--- config.mk ---
export PLATFORM = sky130hd
export DESIGN_NAME = dma_chan_arbiter
export DESIGN_NICKNAME = d
export VERILOG_FILES = /design/src/rtl/dma_chan_arbiter.sv
export SDC_FILE = /design/constraint.sdc
export NUM_CORES = 1
export LEC_CHECK = 0
export BUFFER_PORTS_ARGS = -buffer_cell sky130_fd_sc_hd__buf_2
export CORE_MARGIN = 2
export CORE_UTILIZATION = 50
export DETAILED_ROUTE_END_ITERATION = 10
export HOLD_SLACK_MARGIN = 0.1
export PLACE_DENSITY_LB_ADDON = 0.15
export SETUP_SLACK_MARGIN = 0.3
export SYNTH_ARGS = -nofsm -noshare
export SYNTH_HDL_FRONTEND = slang
export SYNTH_SLANG_ARGS = --single-unit
--- constraint.sdc ---
create_clock -name clk -period 11.98 [get_ports clk]
set_clock_uncertainty 0.15 [all_clocks]
set_input_delay 1.198 -clock clk [delete_from_list [all_inputs] [get_ports clk]]
set_output_delay 1.198 -clock clk [all_outputs]
set_load 0.1 [all_outputs]
--- src/rtl/dma_chan_arbiter.sv ---
module dma_chan_arbiter #(
  parameter int NCH   = 4,
  parameter int GRP_W = 2,
  parameter int PRI_W = 3,
  localparam int IW   = $clog2(NCH),
  localparam int KW   = GRP_W + PRI_W
) (
  input  logic               clk,
  input  logic               rst_n,
  input  logic [NCH-1:0]     req,
  input  logic               rr_mode,
  input  logic               halt_on_err_en,
  input  logic [NCH*GRP_W-1:0] group_lvl,
  input  logic [NCH*PRI_W-1:0] prio_lvl,
  input  logic [NCH-1:0]     suspendable,
  input  logic [NCH-1:0]     preempt_ok,
  input  logic               err_pulse,
  input  logic               halt_clr,
  input  logic               dbg_stall,
  input  logic               ch_done,
  output logic [IW-1:0]      grant_idx,
  output logic               grant_vld,
  output logic               preempt_req,
  output logic               halted
);

  logic [KW-1:0] key [NCH];
  logic          busy, susp;
  logic [IW-1:0] cur, held, last;
  logic [IW-1:0] win;
  logic          win_vld;
  logic [KW-1:0] best;

  for (genvar g = 0; g < NCH; g++) begin : g_key
    assign key[g] = {group_lvl[g*GRP_W +: GRP_W], prio_lvl[g*PRI_W +: PRI_W]};
  end

  always_comb begin
    win     = '0;
    win_vld = 1'b0;
    best    = '0;
    if (rr_mode) begin
      for (int i = 1; i <= NCH; i++) begin
        if (!win_vld && req[(int'(last) + i) % NCH]) begin
          win_vld = 1'b1;
          win     = IW'((int'(last) + i) % NCH);
        end
      end
    end else begin
      for (int i = 0; i < NCH; i++) begin
        if (req[i] && (!win_vld || key[i] > best)) begin
          win_vld = 1'b1;
          win     = IW'(i);
          best    = key[i];
        end
      end
    end
  end

  assign preempt_req = busy && !susp && !rr_mode && !halted && !dbg_stall && !ch_done &&
                       win_vld && preempt_ok[win] && suspendable[cur] && (key[win] > key[cur]);

  wire start = !busy && !halted && !dbg_stall && win_vld;

  always_ff @(posedge clk or negedge rst_n) begin
    if (!rst_n) begin
      busy   <= 1'b0;
      susp   <= 1'b0;
      cur    <= '0;
      held   <= '0;
      last   <= IW'(NCH - 1);
      halted <= 1'b0;
    end else begin
      if (halt_on_err_en && err_pulse) halted <= 1'b1;
      else if (halt_clr)               halted <= 1'b0;

      if (busy && ch_done) begin
        if (susp) begin
          cur  <= held;
          susp <= 1'b0;
        end else begin
          busy <= 1'b0;
        end
      end else if (preempt_req) begin
        held <= cur;
        susp <= 1'b1;
        cur  <= win;
        last <= win;
      end else if (start) begin
        busy <= 1'b1;
        cur  <= win;
        last <= win;
      end
    end
  end

  assign grant_idx = cur;
  assign grant_vld = busy;

endmodule

==> results.md, run 1 <==
- The flow ran to the end, but the final reports show violations.
- The final reports fail on design-rule violations.
- The worst setup path is launched from a primary input.
- The netlist area before placement is about 1500 µm².
- The total setup buffers inserted after CTS is 0.
- The area growth from synthesis to layout is 16.3%.
- The number of global-route vias before repair was roughly 1500.
- The most used cell along the critical path is ha_1.
- The slack of the worst reg-to-reg path is around 7700 ps.
- Entering global routing, the biggest net connects 15 pins.
- The number of failing hold endpoints at the final stage is 0.
- For this run, the number of Yosys warnings is 0.
- The number of nets in the synthesized netlist is 242.
- Measured against the total synthesized area, the mux share comes to 19.5%.
- Summing the areas of all compound-gate instances in the mapped netlist gives between 20 and 25% of the synthesized area.
- The setup TNS is 0 ps.
- The leftover overflow at the end of global routing is 0.
- Wires add up to 4040 µm.
- The sequential element share of the synthesized area is approximately 15%.
- The effective utilization at floorplan is 53.7%.
- The path with the worst hold slack has its endpoint at last[0]$_DFFE_PN1P_.
- The diode insertion count for antenna repair is 0.
- In this run the worst path has a maximum fanout of 14.
- The internal power of the cells totals roughly 0.00013 W.
- The hold path startpoint is last[0]$_DFFE_PN1P_.
- In the final routed layout, each cell accounts on average for 16.0 µm.
- The library cells used most frequently in the layout, excluding fill and tap cells, are 44 x buf_2, 20 x ha_1, 19 x nand2_1.
- The quantity of I/O buffers inserted on ports is between 40 and 50.
- Dividing the synthesized area by the synthesized cell count gives just over 8 µm².
- The maximum cell stage delay along the critical path is just over 600 ps.
- For this run, the leading register cell type out of synthesis is dfrtp_1.
- The critical path is of the in -> out type.
- The pre-antenna-repair detailed-routing pass consisted of 7 iterations.
- Yosys mapped a number of flops with a built-in enable equal to 0.
- The async set-or-reset flop fraction in the synthesized netlist is 100%.
- Once detail routing completed, the nets flagged for antenna violations numbered 0.
- TritonCTS built the clock tree.
- The peak supply drop is approximately 0.000084 V.
- The tool flagged a number of max-cap violations equal to 0.
- The die covers 3470 µm².
- The synthesized instance count is 182.
- Timing would allow up to approximately 0.10 GHz.
- The chip height is slightly below 60 µm.
- The global-route wire length before repair is 6820 µm.
- The portion of the clock cycle consumed by the worst path in the final layout is 80.7%.
- The post-placement setup slack is about 2400 ps.
- The combinational family with the most area after synthesis is compound AO/OA/AOI/OAI gates.
- At the end of the flow, the number of nets in the layout was ~280.
- During I/O placement, the number of pins put on the boundary was 45.
- Of the total synthesized cell area, the portion taken by full adders, half adders and majority gates is between 15 and 20%.
- For the worst setup path, the data required time is around 11000 ps.
- CTS built an H-tree with a depth of 1.
- The floorplan has 19 rows.
- Buffers inserted to repair hold after CTS numbered 0.
- The total clock buffers created by CTS is 3.
- In this run the critical register-to-register path is captured at grant_idx[0]$_DFFE_PN0P_.
- Sequential cells account for about a quarter of the total power.
- In the global route stage, overall resource usage came out at roughly a quarter.
- The synthesized-area fraction occupied by and/or/nand/nor cells is between 10% and 20%.
- The number of pins exceeding their max-slew limit in the final report is 0.
- The worst setup path is captured at an output pin.
- The later pin in the worst-skew pair is clocked with a latency of about 270 ps.
- The clock-pin slew reported for the worst setup and hold paths after clock tree synthesis is approximately 60 ps.
- The buffer levels on the longest clock path is 2.
- Setup repair after global routing left no endpoint under its margin.
- The slew at the pin closest to its max-slew limit is around 740 ps.
- The number of DRC markers in iteration 0 is between 70 and 80.
- After layout, the worst setup slack is about 2300 ps.
- The die extent in x is 58.9 µm.
- The headroom to the max-slew limit is around half.
- Once detailed placement completed, the half-perimeter wirelength came to 3290 µm.
- The total via count after detailed routing is between 1500 and 2000.
- The count of state elements after synthesis is 9.
- After Yosys synthesis, XOR and XNOR cells account for 0% of the synthesized area.
- The power share of the combinational group is 68.1%.
- The number of distinct library cell variants in the gate-level netlist after synthesis is 44.
- Net switching is 51.0% of the power.
- The floorplan step defined a core boundary enclosing approximately 2800 µm².
- For this design the total switching power over the nets is 0.000138 W.
- The clock sink total is 9.
- The initial antenna violation count is 0.
- Counting I/O delays and the setup requirement, the final critical path takes ~9700 ps.
- The library cell used most frequently in the layout, excluding fill and tap cells, is buf_2.
- The number of vias per cell is between 6 and 7.
- The post-detailed-route DRC marker count is 4.
- The slowest stage of the critical path is the o221ai_1 cell.
- The number of cells on the worst hold path is 2.
- The last weighted congestion value of the routability-driven placer is 0.885.
- The power density over cell area is roughly 160 nW/µm².
- Setup violations remaining at the end of the flow were counted as 0.
- The tightest min-delay check is of the reg -> reg type.
- Of the cells placed in the final design, the portion with a size suffix greater than 1 is approximately 31%.
- The analysis attributes to cell leakage a power of 0.873 nW.
- The cell count of the worst reg-to-reg path is 16.
- Post-CTS repair changed the size of 0 cells.
- Per report_power, the clock group accounts for between 8 and 9% of the total.
- The data arrival time of the critical path is 8330 ps.
- The startpoint of the lowest-slack register-to-register path is last[1]$_DFFE_PN1P_.
- The CTS root buffer is clkbuf_4.
kinds of logic after synthesis:
group,Yosys count
and+or+nand+nor,57
AOI/OAI and AO/OA,54
buffers and inverters,22
muxes,20
adders and majority gates,20
DFF,9
final cells by class:
class / count / area, µm²
tap: 31 / 38.8
sequential: 9 / 228
inverter: 13 / 48.8
clock inverter: 1 / 5.00
clock buffer: 3 / 22.5
multi-input combinational: 151 / 1190
fill: 249 / 1050
timing repair buffer: 44 / 220
worst max-delay path, delay by kind of cell:
kind	cells	cell delay, ps
mux	1	400
simple gates	9	1700
buf+inv	2	530
fa+ha+maj	4	1310
compound gates	13	3150
power groups by stage:
stage                     Combinational, W  Sequential, W  Clock [W]
after floorplan                   0.000122      0.0000861          0
after global placement            0.000179      0.0000624          0
after detailed placement          0.000183      0.0000633          0
after CTS                         0.000184      0.0000632  0.0000235
after global routing              0.000203      0.0000657  0.0000259
final                             0.000185      0.0000633  0.0000234
worst max-delay path by stage:
stage / startpoint / to / slack (ps)
after floorplan: req[0] / preempt_req / 3410
after global placement: req[0] / preempt_req / 2680
after detailed placement: req[0] / preempt_req / 2430
after CTS: req[0] / preempt_req / 2380
after global routing: req[0] / preempt_req / 1810
final: req[0] / preempt_req / 2310
sequential cells by signal (all words and copies together) (netlist names):
signal / cells
grant_idx: 2
halted: 1
susp: 1
last: 2
grant_vld: 1
held: 2
metal layers:
| layer | GRT usage (%) | vias to the layer above | part of all wire [%] |
|---|---|---|---|
| met3 | 4.40 | 6 | 6.7 |
| met4 | 5.84 | 0 | 1.3 |
| met5 | 0 | - | 0 |
| li1 | - | 771 | - |
| met2 | 42.4 | 62 | 47 |
| met1 | 34.2 | 731 | 45 |
cells in the mapped netlist, types with 2 or more instances:
cell type / n / area (µm²)
a211o_1: 2 / 17.5
a211oi_1: 2 / 15.0
a21boi_0: 3 / 22.5
a21oi_1: 13 / 65.1
and3_1: 2 / 12.5
buf_2: 6 / 30.0
clkbuf_1: 3 / 11.3
dfrtp_1: 7 / 175
dfstp_2: 2 / 52.6
ha_1: 20 / 250
inv_1: 13 / 48.8
mux2_2: 6 / 67.6
mux2_4: 2 / 30.0
mux2i_1: 6 / 60.1
mux4_2: 6 / 135
nand2_1: 19 / 71.3
nand3_1: 4 / 20.0
nand4_1: 4 / 25.0
nor2_1: 14 / 52.6
nor2b_1: 5 / 31.3
nor3_1: 2 / 10.0
o2111ai_1: 2 / 17.5
o21a_1: 4 / 30.0
o21ai_0: 12 / 60.1
o21ai_1: 2 / 10.0
o21ba_2: 2 / 20.0
o221ai_1: 2 / 17.5
stage by stage:
step	hold slack, ps	total power [W]	cell area [µm²]	std cells	util, %
finish	373	0.000272	1750	252	62.4
global route	403	0.000295	1750	252	62.4
CTS	371	0.000271	1750	252	62.4
detailed placement	359	0.000246	1720	248	61.4
global placement	349	0.000241	1720	248	61.4
floorplan	316	0.000208	1510	182	-
Note: power is estimated with default switching activity, not from simulation.
==> inputs of run 2 (changes only) <==
--- a/config.mk
+++ b/config.mk
@@ -5,9 +5,10 @@
 export SDC_FILE = /design/constraint.sdc
 export NUM_CORES = 1
 export LEC_CHECK = 0
+export ABC_AREA = 1
 export BUFFER_PORTS_ARGS = -buffer_cell sky130_fd_sc_hd__buf_2
 export CORE_MARGIN = 2
-export CORE_UTILIZATION = 50
+export CORE_UTILIZATION = 49
 export DETAILED_ROUTE_END_ITERATION = 10
 export HOLD_SLACK_MARGIN = 0.1
 export PLACE_DENSITY_LB_ADDON = 0.15
==> constraint.sdc (replaced) <==
create_clock -name clk -period 8.83 [get_ports clk]
set_clock_uncertainty 0.15 [all_clocks]
set_input_delay 0.883 -clock clk [delete_from_list [all_inputs] [get_ports clk]]
set_output_delay 0.883 -clock clk [all_outputs]
set_load 0.1 [all_outputs]
==> run 2 against run 1 <==
The run now ends clean. Via count is 31% higher. Setup slack lost 1200 ps. Total power increased by 130%. Utilization shrank 4.2 points. Combinational power grew to 2.6 times the previous value. Critical path depth up 14. Critical path type unchanged. Largest power group unchanged.
==> results.md, run 2 <==
- The run finished with clean final reports.
- The predominant post-synthesis flop cell is dfrtp_1.
- The maximum frequency from static timing analysis is 0.129 GHz.
- The worst setup path is of the in -> out kind.
- Detailed placement ended at an HPWL of about 3900 µm.
- The clock network accounts for under 10% of the total power.
- The power density over cell area is approximately 290 nW/µm².
- The number of cells on the worst hold path is 2.
- Once the floorplan was initialized, standard cells occupied 50.9% of the core.
- After Yosys synthesis, and, or, nand and nor cells account for between 40% and 50% of the synthesized area.
- The leading cell type by number of instances after synthesis is nand2_1.
- The count of state elements after synthesis is 9.
- The initial antenna violation count is 0.
- The clock drives 9 sinks.
- The number of vias per cell is between 5 and 6.
- Leaving out fill and tap cells, the most frequent cells in the layout are 103 x nand2_1, 43 x buf_2, 34 x inv_1.
- The number of failing hold endpoints at the final stage was 0.
- The clock latency on the worst-skew pair is ~230 ps.
- The setup TNS is 0 ps.
- Along the worst path, the maximum fanout reaches 13.
- The buffering stage count on the worst path with inverters included is 6.
- The post-synthesis share of cell area spent on full adders, half adders and majority gates is between 10% and 20%.
- Entering global routing, the biggest net connects 19 pins.
- The number of global-route vias before repair is between 1500 and 2000.
- The net switching component of the power is between 0.0003 and 0.0004 W.
- The number of pins exceeding their max-slew limit in the final report came to 0.
- Leaving out filler cells and counting taps, the final layout contains about 400.
- In this run the number of H-tree levels came out at 1.
- The core region is ~3600 µm².
- The critical path depth is 43.
- The combinational family with the most area after synthesis is simple AND/OR/NAND/NOR gates.
- The final layout contains between 400 and 500 nets.
- Across the VDD grid, the largest voltage drop is around 0.00021 V.
- The last weighted congestion value of the routability-driven placer is 0.867.
- For this run, the register share of the synthesized area comes to 12.3%.
- The required time of the worst setup path is approximately 7800 ps.
- On the worst path, the slowest cell contributes a delay of between 300 and 400 ps.
- No sink is reached through more buffers than the 2 on the longest clock path.
- The total clock buffers created by CTS is 3.
- The area growth from synthesis to layout is 14.5%.
- After synthesis, the mean cell area works out to around 6.0 µm².
- The cell sitting at the root of the clock tree is a clkbuf_8.
- After synthesis, the share of cell area in mux cells is 0%.
- The die extent in x is 65.4 µm.
- After filler insertion, the fill cell instance count of the layout stands at slightly below 400.
- The slew at the pin closest to its max-slew limit is between 400 and 500 ps.
- Measured on the finished design, the core utilization comes to about 58%.
- The library cell used most frequently in the layout, excluding fill and tap cells, is nand2_1.
- The quantity of I/O buffers inserted on ports is 44.
- Setup repair after global routing left no endpoint under its margin.
- The slowest stage of the critical path is the ha_1 cell.
- The most used cell along the critical path is nand2_1.
- Summing the areas of all compound-gate instances in the mapped netlist gives between 15 and 20% of the synthesized area.
- The fraction of synthesized cell area in xor and xnor cells is 0%.
- Combinational cells account for between 70% and 80% of the total power.
- The total via count after detailed routing is slightly above 2000.
- The synthesized instance count is roughly 310.
- The post-detailed-route DRC marker count is 0.
- The number of antenna-violating nets in the routed design is 0.
- The library cell occupying the most area in the post-synthesis netlist is nand2_1.
- The chip height is 65.4 µm.
- After detailed routing, the total wire length is between 4000 and 5000 µm.
- The row count is 22.
- The count of flip-flops with a built-in enable after synthesis is 0.
- The net switching share of the total power is roughly three fifths.
- Yosys mapped the design onto 30 distinct sky130hd cell types.
- The average wire length per cell after detail routing is between 10 and 15 µm.
- After layout, the worst setup slack is between 1000 and 1500 ps.
- For this design the static power due to leakage is about 1.2 nW.
- The aggregate global-route resource usage is 23.3%.
- Measured in cells, the most critical reg-to-reg path has a length of 23.
- The post-placement setup slack is about 800 ps.
- The worst hold path belongs to the class reg -> reg.
- The number of DRC markers in iteration 0 is approximately 120.
- The total of endpoints with negative setup slack in the final report is 0.
- The clock-pin slew reported for the worst setup and hold paths after clock tree synthesis is roughly 40 ps.
- The internal power component is ~0.00025 W.
- The net count after synthesis is between 300 and 400.
- The clock period minus worst slack is a little under 8000 ps.
- In the synthesized netlist, the cells that appear most often are 104 x nand2_1, 34 x inv_1, 29 x a21oi_1, 22 x o21ai_0, 20 x ha_1.
- Of the total power, registers draw 13.9%.
- By area the synthesized netlist is led by nand2_1 21%, ha_1 14%, dfrtp_1 9.5%, a21oi_1 7.9%, inv_1 6.9%.
- The number of setup buffers added after CTS is 0.
- STA classifies the critical path startpoint as a primary input.
- The worst path uses 87.8% of the clock period.
- The yosys synthesis warning count is 0.
- The global-route wire length before repair is around 8000 µm.
- The share of the synthesized area in the top cell type is between 20% and 30%.
- The fraction of layout cells with a size suffix above 1 is approximately a quarter.
- The first detailed-routing pass took 4 iterations.
- The diode insertion count for antenna repair is 0.
- The tool flagged a number of max-cap violations equal to 0.
- The top cell family by delay on the critical path is simple AND/OR/NAND/NOR gates.
- The count of hold buffers inserted by post-cts repair is 0.
- The leftover overflow at the end of global routing is 0.
- The headroom to the max-slew limit is 67.9%.
- The number of ports placed on the die boundary is 45.
- The async set-or-reset flop fraction in the synthesized netlist is 100%.
- The netlist area before placement is between 1500 and 2000 µm².
- STA classifies the critical path endpoint as an output pin.
- For the worst setup path, the data arrival time is about 6700 ps.
- The number of placed instances, taps included, is a little under 400.
- The die covers 4280 µm².
- TritonCTS built the clock tree.
-- run 2: cell count changes after synthesis, sizes merged, moves of 3 or more --
cell / delta
a21oi: +17
o21ai: +19
nand3: +19
inv: +25
nor2b: -5
o21a: -4
mux2: -8
mux2i: -6
a21boi: -3
mux4: -6
nand2: +100
-- run 2: path summary, 6_finish.rpt --
path                                      from                       end  slack (ps)
setup / recovery                        req[0]               preempt_req        1080
setup reg to reg           last[0]$_DFFE_PN1P_  grant_idx[1]$_DFFE_PN0P_        5140
min in group asynchronous                rst_n  grant_idx[1]$_DFFE_PN0P_         350
hold reg to reg            held[1]$_DFFE_PN0P_       held[1]$_DFFE_PN0P_         340
hold / removal             held[1]$_DFFE_PN0P_       held[1]$_DFFE_PN0P_         340
max in group asynchronous                rst_n       last[0]$_DFFE_PN1P_        7930
-- run 2: tightest hold or removal path: cells and delay by family, from the launching register on --
family / cells / cell delay (ps)
DFF: 1 / 330
and+or+nand+nor: 1 / 50
AOI/OAI and AO/OA: 1 / 60
-- run 2: what timing repair did --
| item | CTS | global route |
|---|---|---|
| resized for setup | 0 | 3 |
| setup endpoints to repair | 0 | 1 |
| endpoints found under the hold margin | 0 | 0 |
-- run 2: cells by family after synthesis --
group                      Yosys count
DFF                                  9
and+or+nand+nor                    163
adders and majority gates           20
AOI/OAI and AO/OA                   68
buffers and inverters               48
-- run 2: stage by stage --
step / hold slack (ps) / total power, W / area, µm²
after floorplan: 309 / 0.000505 / 1850
after global placement: 325 / 0.000565 / 2060
after detailed placement: 329 / 0.000570 / 2060
after CTS: 341 / 0.000620 / 2110
after global routing: 356 / 0.000693 / 2120
final: 336 / 0.000619 / 2120
-- run 2: power groups by stage --
| stage | Clock (W) | Combinational [W] | Sequential, W |
|---|---|---|---|
| after floorplan | 0 | 0.000385 | 0.000120 |
| after global placement | 0 | 0.000478 | 0.0000861 |
| after detailed placement | 0 | 0.000484 | 0.0000866 |
| after CTS | 0.0000483 | 0.000486 | 0.0000861 |
| after global routing | 0.0000504 | 0.000554 | 0.0000884 |
| final | 0.0000472 | 0.000485 | 0.0000860 |
-- run 2: layout make-up --
type | count | area, µm² | area share (%)
Sequential cell | 9 | 228 | 10.8
Timing Repair Buffer | 44 | 223 | 10.5
Multi-Input combinational cell | 251 | 1410 | 66.4
Clock buffer | 4 | 45.0 | 2.13
Inverter | 40 | 155 | 7.33
Tap cell | 48 | 60.1 | 2.84
-- run 2: per-layer routing --
layer	routed length (µm)	track usage, %	vias to the layer above
met1	2320	34.7	906
met5	0	0	-
met2	2040	36.6	53
met4	12	3.39	0
li1	-	-	1101
met3	239	2.74	2
